$ cat src/rtl/rsh_pkg.sv
package rsh_pkg;

    localparam int INSN_W = 32;
    localparam int RIDX_W = 4;
    localparam int AMT_W  = 6;

    typedef enum logic [1:0] {
        OP_UQSHL = 2'b00,
        OP_URSHR = 2'b01,
        OP_SRSHR = 2'b10,
        OP_SQSHL = 2'b11
    } shop_e;

    typedef enum logic {
        ST_IDLE = 1'b0,
        ST_DONE = 1'b1
    } st_e;

    typedef struct packed {
        logic              match;
        logic              bad_reg;
        shop_e             op;
        logic [RIDX_W-1:0] rd;
        logic [AMT_W-1:0]  amt;
    } dec_s;

endpackage

$ cat src/rtl/rsh_decode.sv
module rsh_decode
    import rsh_pkg::*;
(
    input  logic [INSN_W-1:0] insn,
    output dec_s              dec
);

    logic [4:0] imm;

    always_comb begin
        imm         = {insn[14:12], insn[7:6]};
        dec.match   = (insn[31:20] == 12'hEA5) && !insn[15] &&
                      (insn[11:8] == 4'hF) && (insn[3:0] == 4'hF);
        dec.rd      = insn[19:16];
        dec.bad_reg = (insn[19:16] == 4'd13) || (insn[19:16] == 4'd15);
        dec.op      = shop_e'(insn[5:4]);
        dec.amt     = (imm == 5'd0) ? AMT_W'(32) : AMT_W'(imm);
    end

endmodule

$ cat src/rtl/rsh_round_right.sv
module rsh_round_right #(
    parameter int XLEN  = 32,
    parameter int AMT_W = 6
) (
    input  logic [XLEN-1:0]  x,
    input  logic [AMT_W-1:0] amt,
    input  logic             is_signed,
    output logic [XLEN-1:0]  res
);

    logic [XLEN-1:0]  shifted;
    logic [AMT_W-1:0] amt_m1;
    logic             rbit;

    always_comb begin
        amt_m1  = amt - AMT_W'(1);
        rbit    = 1'b0;
        shifted = '0;
        if (int'(amt) >= XLEN) begin
            res = is_signed ? '0 : XLEN'(x[XLEN-1]);
        end else begin
            if (amt != '0) begin
                rbit = |((x >> amt_m1) & XLEN'(1));
            end
            if (is_signed) begin
                shifted = XLEN'($signed(x) >>> amt);
            end else begin
                shifted = x >> amt;
            end
            res = shifted + XLEN'(rbit);
        end
    end

endmodule

$ cat src/rtl/rsh_sat_left.sv
module rsh_sat_left #(
    parameter int XLEN  = 32,
    parameter int AMT_W = 6
) (
    input  logic [XLEN-1:0]  x,
    input  logic [AMT_W-1:0] amt,
    input  logic             is_signed,
    output logic [XLEN-1:0]  res,
    output logic             sat
);

    localparam int WW = 2 * XLEN;

    logic [WW-1:0]   wide;
    logic [WW-1:0]   prod;
    logic [XLEN-1:0] clamp;

    always_comb begin
        wide = is_signed ? {{XLEN{x[XLEN-1]}}, x} : {{XLEN{1'b0}}, x};
        prod = wide << amt;
        if (is_signed) begin
            sat   = prod[WW-1:XLEN-1] != {(XLEN+1){x[XLEN-1]}};
            clamp = x[XLEN-1] ? {1'b1, {(XLEN-1){1'b0}}} : {1'b0, {(XLEN-1){1'b1}}};
        end else begin
            sat   = |prod[WW-1:XLEN];
            clamp = '1;
        end
        res = sat ? clamp : prod[XLEN-1:0];
    end

    // An unclamped result must shift back to the exact input.
    always_comb begin
        if (!sat && int'(amt) < XLEN) begin

            lossless_chk: assert (is_signed ? (XLEN'($signed(res) >>> amt) == x)
                                            : ((res >> amt) == x));
        end
    end

endmodule

$ cat src/rtl/rsh_scalar_shifter.sv
module rsh_scalar_shifter
    import rsh_pkg::*;
#(
    parameter int XLEN = 32
) (
    input  logic              clk,
    input  logic              rst_n,
    input  logic              in_valid,
    input  logic [31:0]       in_insn,
    input  logic [XLEN-1:0]   in_rdata,
    input  logic              sat_clr,
    output logic              out_valid,
    output logic              out_we,
    output logic              out_undef,
    output logic [3:0]        out_rd,
    output logic [XLEN-1:0]   out_result,
    output logic              sat_flag
);

    dec_s            dec;
    logic [XLEN-1:0] rr_res;
    logic [XLEN-1:0] sl_res;
    logic            sl_sat;
    logic [XLEN-1:0] nxt_result;
    logic            is_left;
    logic            accept;
    logic            legal;
    logic            sat_set;

    st_e               state_q;
    logic              undef_q;
    logic [RIDX_W-1:0] rd_q;
    logic [XLEN-1:0]   res_q;

    rsh_decode u_dec (
        .insn (in_insn),
        .dec  (dec)
    );

    rsh_round_right #(.XLEN(XLEN), .AMT_W(AMT_W)) u_rr (
        .x         (in_rdata),
        .amt       (dec.amt),
        .is_signed (dec.op == OP_SRSHR),
        .res       (rr_res)
    );

    rsh_sat_left #(.XLEN(XLEN), .AMT_W(AMT_W)) u_sl (
        .x         (in_rdata),
        .amt       (dec.amt),
        .is_signed (dec.op == OP_SQSHL),
        .res       (sl_res),
        .sat       (sl_sat)
    );

    always_comb begin
        unique case (dec.op)
            OP_UQSHL, OP_SQSHL: begin
                nxt_result = sl_res;
                is_left    = 1'b1;
            end
            OP_URSHR, OP_SRSHR: begin
                nxt_result = rr_res;
                is_left    = 1'b0;
            end
            default: begin
                nxt_result = '0;
                is_left    = 1'b0;
            end
        endcase
        accept  = in_valid && dec.match;
        legal   = accept && !dec.bad_reg;
        sat_set = legal && is_left && sl_sat;
    end

    // State register
    always_ff @(posedge clk) begin
        if (!rst_n) begin
            state_q <= ST_IDLE;
        end else begin
            unique case (state_q)
                ST_IDLE: state_q <= accept ? ST_DONE : ST_IDLE;
                ST_DONE: state_q <= accept ? ST_DONE : ST_IDLE;
                default: state_q <= ST_IDLE;
            endcase
        end
    end

    // Payload and sticky flag
    always_ff @(posedge clk) begin
        if (!rst_n) begin
            undef_q  <= 1'b0;
            rd_q     <= '0;
            res_q    <= '0;
            sat_flag <= 1'b0;
        end else begin
            if (accept) begin
                undef_q <= dec.bad_reg;
                rd_q    <= dec.rd;
                res_q   <= dec.bad_reg ? '0 : nxt_result;
            end
            if (sat_set) begin
                sat_flag <= 1'b1;
            end else if (sat_clr) begin
                sat_flag <= 1'b0;
            end
        end
    end

    // Outputs from state
    always_comb begin
        out_rd     = rd_q;
        out_result = res_q;
        unique case (state_q)
            ST_DONE: begin
                out_valid = 1'b1;
                out_we    = !undef_q;
                out_undef = undef_q;
            end
            default: begin
                out_valid = 1'b0;
                out_we    = 1'b0;
                out_undef = 1'b0;
            end
        endcase
    end


    latency_chk: assert property (@(posedge clk) disable iff (!rst_n)
        (in_valid && dec.match) |=> (out_valid && out_rd == $past(in_insn[19:16])));


    nomatch_quiet_chk: assert property (@(posedge clk) disable iff (!rst_n)
        !(in_valid && dec.match) |=> (!out_valid && !out_we && !out_undef));


    undef_no_write_chk: assert property (@(posedge clk) disable iff (!rst_n)
        (in_valid && dec.match && dec.bad_reg) |=> (out_undef && !out_we));


    undef_flag_hold_chk: assert property (@(posedge clk) disable iff (!rst_n)
        (in_valid && dec.match && dec.bad_reg && !sat_clr) |=> $stable(sat_flag));


    sticky_hold_chk: assert property (@(posedge clk) disable iff (!rst_n)
        (sat_flag && !sat_clr) |=> sat_flag);


    clear_chk: assert property (@(posedge clk) disable iff (!rst_n)
        (sat_clr && !(in_valid && dec.match && !dec.bad_reg && sl_sat &&
                      (dec.op == OP_UQSHL || dec.op == OP_SQSHL))) |=> !sat_flag);

endmodule

$ cat config.mk
export PLATFORM = sky130hd
export DESIGN_NAME = rsh_scalar_shifter
export DESIGN_NICKNAME = d
export VERILOG_FILES = /design/src/rtl/rsh_pkg.sv /design/src/rtl/rsh_decode.sv /design/src/rtl/rsh_round_right.sv /design/src/rtl/rsh_sat_left.sv /design/src/rtl/rsh_scalar_shifter.sv
export SDC_FILE = /design/constraint.sdc
export NUM_CORES = 1
export LEC_CHECK = 0
export BUFFER_PORTS_ARGS = -buffer_cell sky130_fd_sc_hd__buf_4
export CORE_MARGIN = 2
export CORE_UTILIZATION = 50
export DETAILED_ROUTE_END_ITERATION = 10
export PLACE_DENSITY = 0.79
export SLEW_MARGIN = 20
export SYNTH_ARGS = -nofsm -noshare
export SYNTH_HDL_FRONTEND = slang
export SYNTH_HIERARCHICAL = 1
export SYNTH_SLANG_ARGS = --single-unit
export TNS_END_PERCENT = 5
$ cat constraint.sdc
create_clock -name clk -period 10.1 [get_ports clk]
set_input_delay 2.02 -clock clk [delete_from_list [all_inputs] [get_ports clk]]
set_output_delay 2.02 -clock clk [all_outputs]
set_load 0.005 [all_outputs]
==> results.yml, run 1 <==
status:
  status: "complete, no violations"
critical_path:
  reg2reg_to: "out_rd[1]"
  reg2reg_depth: 2
  reg2reg_setup_slack_ns: 9.38
  max_stage_delay_ns: 0.77
  crit_required_ns: 10.26
  worstSetupPathType: "input port to flop"
  crit_slowest_cell: "nor2_1"
  critPathCaptureType: "flop"
  path_buf_inv: 3
  crit_top_cell: "buf_4"
  worstPathMaxFanout: 58
  cp_top_family: "simple AND/OR/NAND/NOR gates"
  cp-start-kind: "input port"
  path_cells: "buf_4 -> or4_1 -> nor2_4 -> inv_1 -> nor2_1 -> o21ai_0 -> a31oi_1 -> a2111oi_0 -> and4_1 -> a2bb2o_1 -> o2111a_2 -> a21boi_4 -> buf_4 -> mux2_4 -> mux2i_1 -> o2bb2ai_1"
  r2r-start: "out_rd[1]"
  crit_arrival_ns: 7.49
yosys:
  ys.flop_type: "dfxtp_1"
  synth.area.top_cells: "mux4_2 16%, mux2i_1 11%, dfxtp_1 7.8%, mux2_2 5.3%, nor2_1 3.8%"
  synthMuxAreaShare_pct: 34.8
  yosys.area_share.adder_pct: 0.754
  synth_top_family_by_area: "multiplexers"
  syn_inst: 1187
  async_flop_share_pct: 0
  ys_seq_elements: 39
  synth_area_leader_cell: "mux4_2"
  netlist.area_leader.share_pct: 16.1
  syn_area_um2: 9950
  synth_cell_types: 102
  synth_compound_area_share_pct: 26.4
  synth_warnings: 6
  synth_fp_nets: 1261
  syn_avg_cell_area_um2: 8.39
  seq_area_frac_synth_pct: 7.84
  synth_simple_gate_area_share_pct: 20.3
  synth_xor_area_share_pct: 1.85
  synth_edf_count: 0
placement:
  finalWeightedCongestion: 1.10
  port_buffers: 107
  place_hpwl_mm: 29.9
  pre_cts_slack_ns: 2.67
  placedCellCount: 1451
sta:
  hold_slack_ns: 0.466
  hold_violations: 0
  final.setup_skew_ns: 0
  worst_pin_slew_ns: 1.14
  setup_viol_count_final: 0
  relSlewSlack_pct: 21.9
  min_period_over_period_pct: 72.6
  fmax_ghz: 0.136
  layout_setup_ws_ns: 2.77
  rsz0062_at_grt: "false"
  period_minus_slack_ns: 7.33
  tns_ns: 0
  maxSlewViolCount: 0
route:
  drt_pass1_iterations: 6
  route.met2.wl_mm: 17.1
  wl_met1_mm: 16.1
  ant_nets: 0
  wl_per_cell_um: 27.8
  via_per_inst: 7.56
  route.detailed.drc: 0
  drt_iter0_drc: 1768
  top_layer_used: "met4"
  drt-total-wl_mm: 40.5
  vias: 11000
  route.met3.wl_mm: 5.67
global_routing:
  grt_pass1_vias: 9927
  grt_max_degree: 79
  antenna_found_initial: 0
  grtUsageTotal_pct: 36.6
  grt_overflow_total: 0
  grt_pass1_wl_mm: 61.4
cells_and_area:
  register_area_um2: 781
  instances_no_fill: 1460
  fillerInstances: 1885
  area_growth_pct: 6.93
  layout.nets: 1267
  layout-drive-gt1-share_pct: 24.2
  multi_input_area_um2: 8380
clock_network:
  cts_root_buf: "clkbuf_16"
  hold_buffers: 0
  path_clk_slew_ns: 0.06
  post-cts-setup-buffers: 0
  clock-sinks: 39
  cts_tree: "done"
  cts_buffers: 5
  htreeDepth: 2
  cts_resized: 0
  clkLatencyLatePin_ns: 0.28
  ctsLongestPathBuffers: 2
min_path:
  min_path_cells: 1
  hold_start: "out_result[12]"
  min_path_type: "flop to flop"
  hold_end: "out_result[12]"
floorplanning:
  io_pins: 108
  row_count: 51
  core_um2: 19500
  die_w_um: 145
  fp.dieH_um: 145
  die-area_um2: 21100
  start_util_pct: 51.0
power:
  p_per_area_nw_per_um2: 82.5
  p_leak_nw: 4.15
  peakVddDrop_uv: 77.2
flow_run:
  maxCapViolations: 0
## worst max-delay path by stage
stage / startpoint / end / cells after the start
finish: in_insn[14] / out_result[22] / 16
global route: in_insn[14] / out_result[25] / 16
detailed placement: in_insn[14] / out_result[25] / 16
floorplan: in_insn[7] / out_result[21] / 19
CTS: in_insn[14] / out_result[25] / 16
global placement: in_insn[14] / out_result[25] / 16
## state kept, by name, summed over array words and instances (netlist names)
| name | cells |
|---|---|
| out_rd | 4 |
| out_result | 32 |
| sat_flag | 1 |
| state_q | 1 |
| undef_q | 1 |
## power by group
part	internal [W]	switching, W	leakage [nW]
combinational	0.000208	0.000336	3.76
clock	0.000116	0.0000636	0.0838
sequential	0.000154	0.0000000000353	0.314
total	0.000478	0.000400	4.15
## cell usage in the layout, fill, tap and decap left out, types with 6 or more instances in the layout
master and n:
a211oi_1 16, a21boi_0 6, a21o_1 9, a21oi_1 63, a221oi_1 11, a22o_1 12, a22oi_1 17, a31oi_1 17
and2_1 10, and3_1 22, buf_4 120, dfxtp_1 39, inv_1 16, mux2_1 13, mux2_2 47, mux2i_1 109
mux4_2 71, nand2_1 75, nand2b_1 13, nand3_1 31, nand3b_1 6, nand4_1 11, nor2_1 101, nor2b_1 15
nor3_1 34, nor4_1 13, o211ai_1 12, o21a_1 10, o21ai_0 38, o221ai_1 8, o22ai_1 16, o2bb2ai_1 41
o31ai_1 6, or2_2 11, xnor2_1 16
## logic make-up (layout without fill, tap and decap cells)
kind of cell / count (synthesis) / count (layout)
and+or+nand+nor: 379 / 379
AOI/OAI and AO/OA: 355 / 355
muxes: 246 / 246
buffers and inverters: 141 / 148
DFF: 39 / 39
xor gates and xnor gates: 21 / 21
adders and majority gates: 6 / 6
other: 0 / 1
## stage by stage
| stage | util (%) | cell area (um2) | total power [W] |
|---|---|---|---|
| finish | 54.5 | 10600 | 0.000878 |
| global route | 54.5 | 10600 | 0.000903 |
| CTS | 54.5 | 10600 | 0.000852 |
| detailed placement | 53.6 | 10500 | 0.000674 |
| global placement | 53.6 | 10500 | 0.000673 |
| floorplan | - | 9950 | 0.000520 |
## synthesized netlist by cell type (all sizes together) (6+ instances only)
cell type / count
nor2: 102
nor4: 15
a211oi: 17
nor3: 36
o21ai: 41
o211ai: 12
or2: 13
and3: 23
nand4: 11
a21boi: 9
o221ai: 8
mux4: 72
o2bb2ai: 43
a21o: 9
a22oi: 17
a21oi: 63
clkbuf: 52
o31ai: 6
and2: 10
o22ai: 16
mux2i: 109
nand2: 75
o21a: 10
a31oi: 17
a221oi: 12
inv: 18
buf: 69
nand2b: 13
mux2: 65
xnor2: 16
nand3: 31
dfxtp: 39
nand3b: 6
ha: 6
nor2b: 15
a22o: 12
## metal layers
metal  global-route usage [%]  vias up
li1                         -     4721
met1                     52.6     5265
met2                     54.0      925
met3                     8.24      126
met4                     12.6        0
met5                        0        -
## layout make-up
| cell class | instances | area share [%] |
|---|---|---|
| Multi-Input combinational cell | 1007 | 78.7 |
| Timing Repair Buffer | 121 | 8.57 |
| Sequential cell | 39 | 7.34 |
| Tap cell | 265 | 3.12 |
| Clock buffer | 5 | 1.18 |
| Inverter | 19 | 0.670 |
| Clock inverter | 3 | 0.411 |
| Antenna cell | 1 | 0.0235 |
No activity file was read; power rests on OpenSTA's default activity.
==> inputs of run 2 (changes only) <==
ABC_AREA = 1   (was default)
PLACE_DENSITY = 0.82   (was 0.79)
clock period = 6.4 ns   (was 10.1 ns; I/O delays follow)
==> results.yml, run 2 <==
global_routing:
  grt_pass1_wl_mm: 62.2
  grt_pass1_vias: 11800
  antenna_found_initial: 0
  grt_max_degree: 73
  grtUsageTotal_pct: 38.3
  grt_overflow_total: 0
yosys:
  ys_seq_elements: 39
  seq_area_frac_synth_pct: 8.16
  syn_avg_cell_area_um2: 5.01
  yosysMostFrequentCell: "nand2_1"
  yosys-top-cells-count: "756 x nand2_1, 462 x nand3_1, 162 x nor2_1"
  synth_fp_nets: 1984
  async_flop_share_pct: 0
  synth_area_leader_cell: "nand2_1"
  synth_warnings: 6
  netlist.area_leader.share_pct: 29.6
  synth_edf_count: 0
  synth_cell_types: 51
  syn_inst: 1910
  synth.area.top_cells: "nand2_1 30%, nand3_1 24%, dfxtp_1 8.2%, nor2_1 6.4%, inv_1 3.3%"
  syn_area_um2: 9570
  ys.flop_type: "dfxtp_1"
min_path:
  min_path_type: "flop to flop"
  hold_start: "out_result[3]"
  min_path_cells: 2
  hold_end: "out_result[3]"
sta:
  setup_viol_count_final: 0
  hold_violations: 0
  relSlewSlack_pct: 40.7
  final.setup_skew_ns: 0
  min_period_over_period_pct: 82.8
  period_minus_slack_ns: 5.30
  rsz0062_at_grt: "false"
  maxSlewViolCount: 0
  fmax_ghz: 0.189
  tns_ns: 0
  worst_pin_slew_ns: 0.887
cells_and_area:
  layout-drive-gt1-share_pct: 12.9
  fillerInstances: 2077
  largest_reg_flops: 32
  mostFrequentLayoutCells: "756 x nand2_1, 462 x nand3_1, 162 x nor2_1"
  final_common_cell: "nand2_1"
  num_antenna_cells: 0
  area_growth_pct: 5.89
  final_util_pct: 54.0
  layout.nets: 1989
placement:
  finalWeightedCongestion: 1.04
  place_hpwl_mm: 30.6
  port_buffers: 107
route:
  via_per_inst: 6.10
  drt-total-wl_mm: 39.7
  drt_pass1_iterations: 6
  wl_per_cell_um: 18.5
  vias: 13100
  drt_iter0_drc: 1710
  route.detailed.drc: 0
  ant_nets: 0
clock_network:
  hold_buffers: 0
  ctsLongestPathBuffers: 2
  cts_resized: 0
  cts_tree: "done"
  clkLatencyLatePin_ns: 0.28
  htreeDepth: 2
  clock-sinks: 39
  post-cts-setup-buffers: 0
  cts_root_buf: "clkbuf_16"
  cts_buffers: 5
  path_clk_slew_ns: 0.06
critical_path:
  critPathCaptureType: "flop"
  worstSetupPathType: "input port to flop"
  path_buf_inv: 4
  crit_slowest_cell: "buf_4"
  cp_top_family: "buffers and inverters"
  r2r-start: "undef_q"
  reg2reg_depth: 2
  cp-start-kind: "input port"
  worstPathMaxFanout: 72
  crit_top_cell: "nand2_1"
  reg2reg_setup_slack_ns: 5.70
  path_cells: "buf_4 -> inv_6 -> ha_1 -> inv_1 -> a32o_1 -> o211ai_1 -> nand2_1 -> a211oi_1 -> ha_1 -> ha_1 -> nand3_1 -> inv_2 -> nand2_2 -> nor2_2 -> nand3_1 -> nand2_1 -> nand2_1 -> nor2_1 -> nand2_1 -> nand2_1 -> nand2_1 -> a21oi_1"
  reg2reg_to: "undef_q"
  crit_arrival_ns: 5.50
  crit_required_ns: 6.61
  max_stage_delay_ns: 0.58
power:
  peakVddDrop_uv: 109
  p_leak_nw: 5.15
  seq_power_share_pct: 18.7
  combPwrFrac_pct: 58.8
  p_per_area_nw_per_um2: 128
  clkPwrFrac_pct: 22.5
  power.share.switching_pct: 49.4
  power.switching_w: 0.000641
  power.internal_w: 0.000658
floorplanning:
  start_util_pct: 51.0
  core_um2: 18800
  die_w_um: 142
  io_pins: 108
  row_count: 50
  die-area_um2: 20300
  fp.dieH_um: 142
status:
  status: "complete, no violations"
flow_run:
  maxCapViolations: 0
==> run 2: cell count changes after synthesis, sizes merged, moves of 72 or more <==
cell	previous run	this run
inv	18	101
mux2i	109	0
mux4	72	0
nand2	75	793
nand3	31	476
nor2	102	191
==> run 2: final cells by class <==
class,count,area (um2),share of cell area [%]
clock buffers,6,139,1.37
clock inverters,2,35.0,0.346
inverters,105,409,4.04
multi-input cells,1643,7570,74.7
flip-flops and latches,39,781,7.70
well taps,234,293,2.89
repair buffers,121,908,8.96
==> run 2: through the flow <==
stage	hold slack (ns)	cell area, um2	power [W]	worst slack, ns	std cells
final	0.467	10100	0.00130	1.10	2150
after CTS	0.472	10100	0.00127	1.26	2150
after global routing	0.475	10100	0.00138	0.897	2150
after detailed placement	0.464	9960	0.000982	0.981	2142
after global placement	0.455	9960	0.000982	1.07	2142
after floorplan	0.459	9570	0.000790	1.94	1910
==> run 2: logic make-up (layout without fill, tap and decap cells) <==
| family | after synthesis | in the layout | share of synthesized area, % |
|---|---|---|---|
| xor gates and xnor gates | 2 | 2 | 0.183 |
| DFF | 39 | 39 | 8.16 |
| buffers and inverters | 228 | 234 | 12.8 |
| and+or+nand+nor | 1498 | 1498 | 69.7 |
| adders and majority gates | 6 | 6 | 0.784 |
| AOI/OAI and AO/OA | 137 | 137 | 8.30 |
==> run 2: metal layers <==
| metal | wire, um | track usage [%] | vias up | share of wire, % |
|---|---|---|---|---|
| met5 | 0 | 0 | - | 0 |
| met4 | 2370 | 20.4 | 0 | 6.0 |
| met3 | 3770 | 5.72 | 159 | 9.5 |
| met2 | 17700 | 61.7 | 835 | 45 |
| met1 | 15900 | 49.4 | 5884 | 40 |
| li1 | - | - | 6239 | - |
==> run 2: worst max-delay path by stage <==
stage,endpoint,slack [ns],cells past startpoint,from
floorplan,out_result[20],1.94,25,in_insn[7]
global placement,out_result[30],1.07,23,in_insn[6]
detailed placement,out_result[30],0.98,23,in_insn[6]
CTS,out_result[30],1.26,22,in_insn[6]
global route,out_result[30],0.90,22,in_insn[6]
finish,out_result[30],1.10,22,in_insn[6]
==> run 2: power groups by stage <==
| stage | logic (W) | registers, W | clock network [W] |
|---|---|---|---|
| after floorplan | 0.000542 | 0.000248 | 0 |
| after global placement | 0.000734 | 0.000248 | 0 |
| after detailed placement | 0.000734 | 0.000248 | 0 |
| after CTS | 0.000737 | 0.000243 | 0.000292 |
| after global routing | 0.000836 | 0.000243 | 0.000304 |
| final | 0.000765 | 0.000243 | 0.000292 |
==> run 2: worst reg2reg max path: stages, from the launching register on <==
cell	delay [ns]
dfxtp_1	0.33
o21ai_0	0.19
nor2_1	0.06
